==> config.mk <==
export PLATFORM = sky130hd
export DESIGN_NAME = xlen_ctrl
export DESIGN_NICKNAME = d
export VERILOG_FILES = /design/src/rtl/xlen_pkg.sv /design/src/rtl/xlen_legal.sv /design/src/rtl/xlen_adapt.sv /design/src/rtl/xlen_ctrl.sv
export SDC_FILE = /design/constraint.sdc
export NUM_CORES = 1
export LEC_CHECK = 0
export ABC_AREA = 1
export BUFFER_PORTS_ARGS = -buffer_cell sky130_fd_sc_hd__buf_2
export CAP_MARGIN = 0
export CORE_AREA = 2 2 155 157
export DETAILED_ROUTE_END_ITERATION = 10
export DIE_AREA = 0 0 157 159
export PLACE_DENSITY = 0.41
export SYNTH_ARGS = -nofsm -noshare
export SYNTH_HDL_FRONTEND = slang
export SYNTH_SLANG_ARGS = --single-unit
==> constraint.sdc <==
create_clock -name clk -period 2.03 [get_ports clk]
set_input_delay 0.1015 -clock clk [delete_from_list [all_inputs] [get_ports clk]]
set_output_delay 0.1015 -clock clk [all_outputs]
set_load 0.03 [all_outputs]
==> src/rtl/xlen_pkg.sv <==
package xlen_pkg;

    typedef logic [1:0] xl_t;

    localparam xl_t XL_NONE = 2'd0;
    localparam xl_t XL_32   = 2'd1;
    localparam xl_t XL_64   = 2'd2;
    localparam xl_t XL_128  = 2'd3;

    typedef enum logic [1:0] {
        PRV_USER = 2'd0,
        PRV_SUP  = 2'd1,
        PRV_RSV  = 2'd2,
        PRV_MACH = 2'd3
    } prv_e;

    typedef struct packed {
        xl_t sup;
        xl_t usr;
    } xl_state_t;

    function automatic int xl_width(xl_t enc);
        case (enc)
            XL_64:   return 64;
            XL_128:  return 128;
            default: return 32;
        endcase
    endfunction

endpackage

==> src/rtl/xlen_legal.sv <==
module xlen_legal
    import xlen_pkg::*;
#(
    parameter int MENC    = 2,
    parameter bit PRESENT = 1'b1,
    parameter bit FIXED   = 1'b0
) (
    input  xl_t  cur,
    input  logic we,
    input  xl_t  wval,
    input  xl_t  fix_val,
    output xl_t  nxt
);
    localparam xl_t M_XL = xl_t'(MENC);

    generate
        if (!PRESENT || MENC == 1) begin : g_absent
            assign nxt = XL_NONE;
        end else if (FIXED) begin : g_fixed
            assign nxt = fix_val;
        end else begin : g_warl
            logic ok;
            always_comb begin
                ok  = (wval != XL_NONE) && (wval <= M_XL);
                nxt = (we && ok) ? wval : cur;
            end
        end
    endgenerate

    logic unused_in;
    assign unused_in = ^{cur, we, wval, fix_val};

endmodule

==> src/rtl/xlen_adapt.sv <==
module xlen_adapt
    import xlen_pkg::*;
#(
    parameter int W = 64
) (
    input  xl_t          eff,
    input  logic [W-1:0] a_in,
    input  logic [W-1:0] b_in,
    input  logic [W-1:0] r_in,
    output logic [W-1:0] a_out,
    output logic [W-1:0] b_out,
    output logic [W-1:0] r_out
);
    always_comb begin
        int  w;
        logic sgn;
        w = xl_width(eff);
        if (w > W) w = W;
        sgn = r_in[w-1];
        for (int i = 0; i < W; i++) begin
            a_out[i] = (i < w) ? a_in[i] : 1'b0;
            b_out[i] = (i < w) ? b_in[i] : 1'b0;
            r_out[i] = (i < w) ? r_in[i] : sgn;
        end
    end
endmodule

==> src/rtl/xlen_ctrl.sv <==
module xlen_ctrl
    import xlen_pkg::*;
#(
    parameter int MENC      = 2,
    parameter bit HAS_S     = 1'b1,
    parameter bit HAS_U     = 1'b1,
    parameter bit SXL_FIXED = 1'b0,
    parameter int UXL_MODE  = 0,
    localparam int W        = 32 << (MENC - 1)
) (
    input  logic         clk,
    input  logic         rst_n,
    input  logic         fld_we,
    input  logic [3:0]   fld_wdata,
    output logic [3:0]   fld_rdata,
    input  logic [1:0]   priv_mode,
    output logic [1:0]   cur_xl,
    input  logic [W-1:0] src_a_raw,
    input  logic [W-1:0] src_b_raw,
    output logic [W-1:0] src_a_adj,
    output logic [W-1:0] src_b_adj,
    input  logic [W-1:0] res_raw,
    output logic [W-1:0] res_adj
);
    localparam xl_t M_XL   = xl_t'(MENC);
    localparam bit  S_LIVE = HAS_S && (MENC > 1);
    localparam bit  U_LIVE = HAS_U && (MENC > 1);
    localparam xl_state_t RST_VAL = '{
        sup: S_LIVE ? M_XL : XL_NONE,
        usr: U_LIVE ? M_XL : XL_NONE
    };

    xl_state_t st_d, st_q;
    xl_t       s_nxt, u_nxt, u_fix, eff;

    xlen_legal #(.MENC(MENC), .PRESENT(HAS_S), .FIXED(SXL_FIXED)) i_sup_legal (
        .cur(st_q.sup), .we(fld_we), .wval(fld_wdata[3:2]),
        .fix_val(M_XL), .nxt(s_nxt)
    );

    generate
        if (UXL_MODE == 2 && HAS_S) begin : g_ufollow_s
            assign u_fix = s_nxt;
        end else begin : g_ufollow_m
            assign u_fix = M_XL;
        end
    endgenerate

    xlen_legal #(.MENC(MENC), .PRESENT(HAS_U), .FIXED(UXL_MODE != 0)) i_usr_legal (
        .cur(st_q.usr), .we(fld_we), .wval(fld_wdata[1:0]),
        .fix_val(u_fix), .nxt(u_nxt)
    );

    always_comb begin
        st_d     = st_q;
        st_d.sup = s_nxt;
        st_d.usr = u_nxt;
        case (prv_e'(priv_mode))
            PRV_SUP:  eff = S_LIVE ? st_q.sup : M_XL;
            PRV_USER: eff = U_LIVE ? st_q.usr : M_XL;
            default:  eff = M_XL;
        endcase
    end

    always_ff @(posedge clk) begin
        if (!rst_n) st_q <= RST_VAL;
        else        st_q <= st_d;
    end

    assign fld_rdata = {st_q.sup, st_q.usr};
    assign cur_xl    = eff;

    xlen_adapt #(.W(W)) i_adapt (
        .eff(eff), .a_in(src_a_raw), .b_in(src_b_raw), .r_in(res_raw),
        .a_out(src_a_adj), .b_out(src_b_adj), .r_out(res_adj)
    );

endmodule

# [Word level (Yosys, flattened, before mapping)]
# Cells that the tools add are included.
[op_classes] magnitude_cmp=68 add_sub_neg=1 muxes=198 n_reduce_logical=7 eq_ne=3
[op_table] operator="$lt 6x8->1 const A" n=32
[op_table] operator="$mux 1" n=194
[op_table] operator="$lt 5x8->1 const A" n=16
[op_table] operator="$lt 4x8->1 const A" n=8
[op_table] operator="$lt 3x8->1 const A" n=4
[op_table] operator="$lt 32x8->1 const B" n=1
[op_table] operator="$lt 1x8->1 const A" n=2
[op_table] operator="$lt 2x8->1 const A" n=2
[op_table] operator="$pmux 8 s2" n=1
[op_table] operator="$sub 8x1->9 const B" n=1
[op_table] operator="$gt 8x7->1 const B" n=1
[op_table] operator="$mux 8" n=1
[op_table] operator="$bmux 1 s6" n=1
[op_table] operator="$eq 2x2->1 const B" n=2
[op_table] operator="$le 2x2->1 const B" n=2
[op_table] operator="$logic_and 1x1->1" n=4
[op_table] operator="$pmux 2 s2" n=1
[op_table] operator="$reduce_bool 2->1" n=2
[op_table] operator="$eq 2x1->1 const B" n=1
[op_table] operator="$logic_not 2->1" n=1
[word_totals] word_cells=279 register_bits=4 output_inout_bits=198

# [Longest topological paths before layout]
[depth] ltp_word=11 ltp_mapped=6 mapped_depth_nobuf=5

# [By module]
# Synthesis repeated with hierarchy kept, for this count alone.
[unflattened] cells_unflattened=348 area_unflattened_um2=1472.7
[modules_own_cells] mod="xlen_adapt" cells_each=304 instances=1 area_each_um2=1213.7
[modules_own_cells] mod="xlen_ctrl" cells_each=22 instances=1 area_each_um2=153.9
[modules_own_cells] mod="xlen_legal" cells_each=11 instances=2 area_each_um2=52.6

# [Least setup slack after synthesis]
# OpenSTA, ideal clock, no wires.
[synth_timing] path_kind="reg-to-output" startpoint="register st_q (netlist bit fld_rdata[3])" endpoint="output src_a_adj[32]" setup_slack_ns=0.417 path_stages_with_launch=6 arrival_ns=1.511 path_cell_list="dfxtp_1 nand3b_2 nand2_1 buf_4 buf_6 nor2_1"
[synth_via] elab_chain_cells=7 word_cells_on_any_way=8 classes_between="2 x order compare; 2 x eq/ne; 4 x mux"
[synth_lines] element="from (decl)" line_no="xlen_ctrl.sv:33" source="xl_state_t st_d, st_q;"
[synth_lines] element="from (signal assigned)" line_no="xlen_ctrl.sv:67" source="else st_q <= st_d;"
[synth_lines] element="$pmux 2 s2 (*)" line_no="xlen_ctrl.sv:58" source="case (prv_e'(priv_mode))"
[synth_lines] element="$eq 2x2->1" line_no="xlen_pkg.sv:23" source="case (enc)"
[synth_lines] element="$pmux 8 s2 (*)" line_no="xlen_pkg.sv:23"
[synth_lines] element="$gt 8x7->1" line_no="xlen_adapt.sv:18" source="if (w > W) w = W;"
[synth_lines] element="$mux 8 (*)" line_no="xlen_adapt.sv:18"
[synth_lines] element="$lt 6x8->1 (*)" line_no="xlen_adapt.sv:21" source="a_out[i] = (i < w) ? a_in[i] : 1'b0;"
[synth_lines] element="$mux 1 (*)" line_no="xlen_adapt.sv:21"
[synth_lines] element="to (decl)" line_no="xlen_ctrl.sv:20" source="output logic [W-1:0] src_a_adj,"
# Every way passes the cells marked *; elsewhere a longest branch is shown, timed or not.

# [Worst setup path in the final report]
[layout_timing] startpoint="register st_q (netlist bit fld_rdata[3])" endpoint="output res_adj[50]"
[layout_via] elab_chain_cells=10 word_cells_on_any_way=12 classes_between="1 x add/sub; 2 x order compare; 2 x eq/ne; 7 x mux"
[layout_lines] element="$pmux 2 s2 (*)" line_no="xlen_ctrl.sv:58"
[layout_lines] element="$eq 2x2->1" line_no="xlen_pkg.sv:23"
[layout_lines] element="$pmux 8 s2 (*)" line_no="xlen_pkg.sv:23"
[layout_lines] element="$gt 8x7->1" line_no="xlen_adapt.sv:18"
[layout_lines] element="$mux 8 (*)" line_no="xlen_adapt.sv:18"
[layout_lines] element="$sub 8x1->9" line_no="xlen_adapt.sv:19" source="sgn = r_in[w-1];"
[layout_lines] element="$bmux 1 s6" line_no="xlen_adapt.sv:19"
[layout_lines] element="$mux 1 (not written as such) (2 in a row)" line_no="xlen_adapt.sv:19"
[layout_lines] element="$mux 1 (*)" line_no="xlen_adapt.sv:23" source="r_out[i] = (i < w) ? r_in[i] : sgn;"
[layout_lines] element="to (decl)" line_no="xlen_ctrl.sv:23" source="output logic [W-1:0] res_adj"
# Every way passes the cells marked *; elsewhere a longest branch is shown, timed or not. The select of a mux whose other input is x is not followed.

==> out/summary.md <==
* **outcome** finished clean
* **antenna-violating nets left** 0
* **clock network fraction of total power** 26.0%
* **Crit Path Class** flop to output pin
* **maximum fanout along the worst path** 22
* **Clock Tree Root** clkbuf_16
* **leakage power figure** 1.74 nW
* **Floorplan Core Area** 23,200 um^2
* **row cnt** 56
* **mean instance size in the synthesized netlist** 4.25 um^2
* **Total Negative Setup Slacks** 0 ps
* **endpoints failing hold** 0
* **number of nets in the layout** 650
* **worst supply voltage drop on vdd** 0.297 mV
* **final core occ** 11.0%
* **CTS Hold Bufs** 0
* **hold depth** 3
* **Gate Count Post-Synth** 343
* **final worst path period share** 89.5%
* **net count after synthesis** 544
* **post-synthesis sequential element count** 4
* **slew at the pin closest to its max-slew limit** 294 ps
* **share of total power in sequential cells** 7.6%
* **pin count of the biggest net entering global routing** 62
* **terminating pin of the worst hold path** fld_rdata[0]$_SDFFE_PN0P_
* **count of TritonRoute iterations in the first routing pass** 4
* **leftover overflow at the end of global routing** 0
* **fraction of final layout cells with drive strength greater than 1** 49.0%
* **final cell area excluding filler cells** 2560 um^2
* **Clock Sink Count** 4
* **Resize count post-CTS** 0
* **min cycle time layout** 1820 ps
* **Worst Reg2Reg Path Length in Cells** 2
* **combined global-route utilization of all metal layers** 5.50%
* **portion of total power attributed to combinational logic** 66.4%
* **cell area after synthesis** 1460 um^2
* **Detailed Place HPWL** 6.72 mm
* **post-detailed-routing wire length** 7.83 mm
* **Max Buffers Root-to-Sink** 2
* **Setup-failing EPs final** 0
* **count of cell types in the netlist** 12
* **clock input transition at the sequential cells of the worst setup and hold paths** 30 ps
* **post-layout power** 1.18 mW
* **Sw Pwr** 596 uW
* **antenna violations before repair** 0
* **DRC violation count after routing** 0
* **critical path arrival** 1720 ps
* **total of warnings raised by yosys** 0
* **insertion delay of the later-clocked pin in the worst-skew pair** 220 ps
* **number of levels the H-tree was split into** 1
* **vias per cell** 2.89
* **Die X-Extent** 157 um
* **first-pass GRT wire length** 10.7 mm
* **clock buffer count from CTS** 3
* **Slew HR** 80.4%
* **Yosys top cell by area** clkbuf_1
* **Filler Cell Count** 2,748
* **FF-to-FF Start** fld_rdata[2]$_SDFFE_PN0P_
* **critical path required time** 1930 ps
* **IO Port Bufs** 208
* **FMAX** 550 MHz
* **internal portion of total power** 588 uW
* **Starting DRT DRC Count** 95
* **Ant. Diodes** 0
* **I/O Pins** 399
* **final worst setup slack** 213 ps
* **Worst Clk Skew** 0 ps
* **main area contributors after synthesis** clkbuf_1 26%, inv_1 19%, nor2_1 17%, nand3_1 13%, nand2_1 12%
* **post-synth top area share** 26.3%
* **setup slack of the worst register-to-register path** 1450 ps
* **switching share of power** 50.3%
* **Largest register FFs** 4
* **pre-CTS WS** 410 ps
* **CTS tree** done
* **effective utilization at floorplan** 6.29%
* **Placement Cell Area** 2480 um^2
* **share of synthesized area occupied by flip-flops and latches** 5.49%
* **worst min-delay path class** input port to flop
* **type of origin of the critical path** flop
* **vertical extent of the die** 159 um
* **P per Cell Area** 463 nW/um^2
* **number of global-route vias before repair** 2,018
* **Critical R2R Capture** fld_rdata[2]$_SDFFE_PN0P_
* **Die ar.** 25,000 um^2
* **worst min-delay path startpoint** rst_n
* **Max Cap Violations** 0
* **Worst setup EP type** output pin
* **area added between synthesis and finish** 75.5%
* **post-CTS setup-driven buffer insertion count** 0
* **final slew viol count** 0
* **placer congestion estimate** 0.684
* **unrepaired setup endpoints after global routing** no
* **number of vias after detailed routing** 2,211
* **average wire per cell in the routed design** 10.2 um
## kinds of logic (layout without fill, tap and decap cells)
family	count (synthesis)	in the layout	synth area share [%]
compound gates	2	2	0.687
flops	4	4	5.49
simple gates	150	150	42.5
buf+inv	187	291	51.3
## how the worst max path moves through the flow
stage                               from       endpoint  slack (ps)
4_1_cts        fld_rdata[3]$_SDFFE_PN1P_    res_adj[49]         170
6_report       fld_rdata[3]$_SDFFE_PN1P_    res_adj[50]         210
3_5_place_dp   fld_rdata[3]$_SDFFE_PN1P_    res_adj[49]         410
3_3_place_gp   fld_rdata[3]$_SDFFE_PN1P_  src_a_adj[43]         460
2_1_floorplan  fld_rdata[3]$_SDFFE_PN1P_  src_a_adj[32]         420
5_1_grt        fld_rdata[3]$_SDFFE_PN1P_    res_adj[40]          50
## layer usage
| layer | up-vias | share of wire, % | track usage [%] |
|---|---|---|---|
| li1 | 1090 | - | - |
| met5 | - | 1.4 | 3.97 |
| met3 | 10 | 21 | 4.90 |
| met1 | 855 | 39 | 5.67 |
| met2 | 252 | 38 | 7.99 |
| met4 | 4 | 0.69 | 1.08 |
## worst max-delay path, stage by stage (launching register included)
cell and delay, ps:
dfxtp_1 310, nand3b_2 350, nand2_2 230, nand2_1 90
buf_4 220, nand2_1 90, buf_2 190
## power by group through the flow
stage	Clock, mW	Combinational (mW)	Sequential, mW
after global placement	0	0.795	0.0904
final	0.308	0.787	0.0899
after detailed placement	0	0.791	0.0911
after global routing	0.312	0.851	0.0908
after floorplan	0	0.768	0.103
after CTS	0.310	0.794	0.0902
## Yosys cell counts
| cell | n |
|---|---|
| inv_1 | 75 |
| nand3_1 | 37 |
| a21oi_1 | 2 |
| dfxtp_1 | 4 |
| nand2_1 | 46 |
| buf_2 | 4 |
| nand2_2 | 1 |
| buf_6 | 5 |
| buf_4 | 1 |
| clkbuf_1 | 102 |
| nor2_1 | 65 |
| nand3b_2 | 1 |
## cell type report
cell class,count,area [um^2],area share (%)
timing repair buffer,213,1090,42.6
multi-input combinational,152,632,24.7
tap,319,399,15.6
inverter,75,282,11.0
sequential,4,80.1,3.13
clock buffer,3,75.1,2.93
## metrics by stage
stage               hold WS [ps]  instances
floorplan                    247        343
global placement             203        763
CTS                          163        766
finish                       162        766
detailed placement           203        763
global route                 185        766
## cell usage in the layout, fill, tap and decap left out
cell	instances
nand2_2	2
buf_2	208
buf_12	1
nand2_1	45
buf_4	4
dfxtp_1	4
nand3b_2	1
a21oi_1	2
nand3_1	37
inv_1	75
clkbuf_16	3
nor2_1	65
No activity file was read; power rests on OpenSTA's default activity.
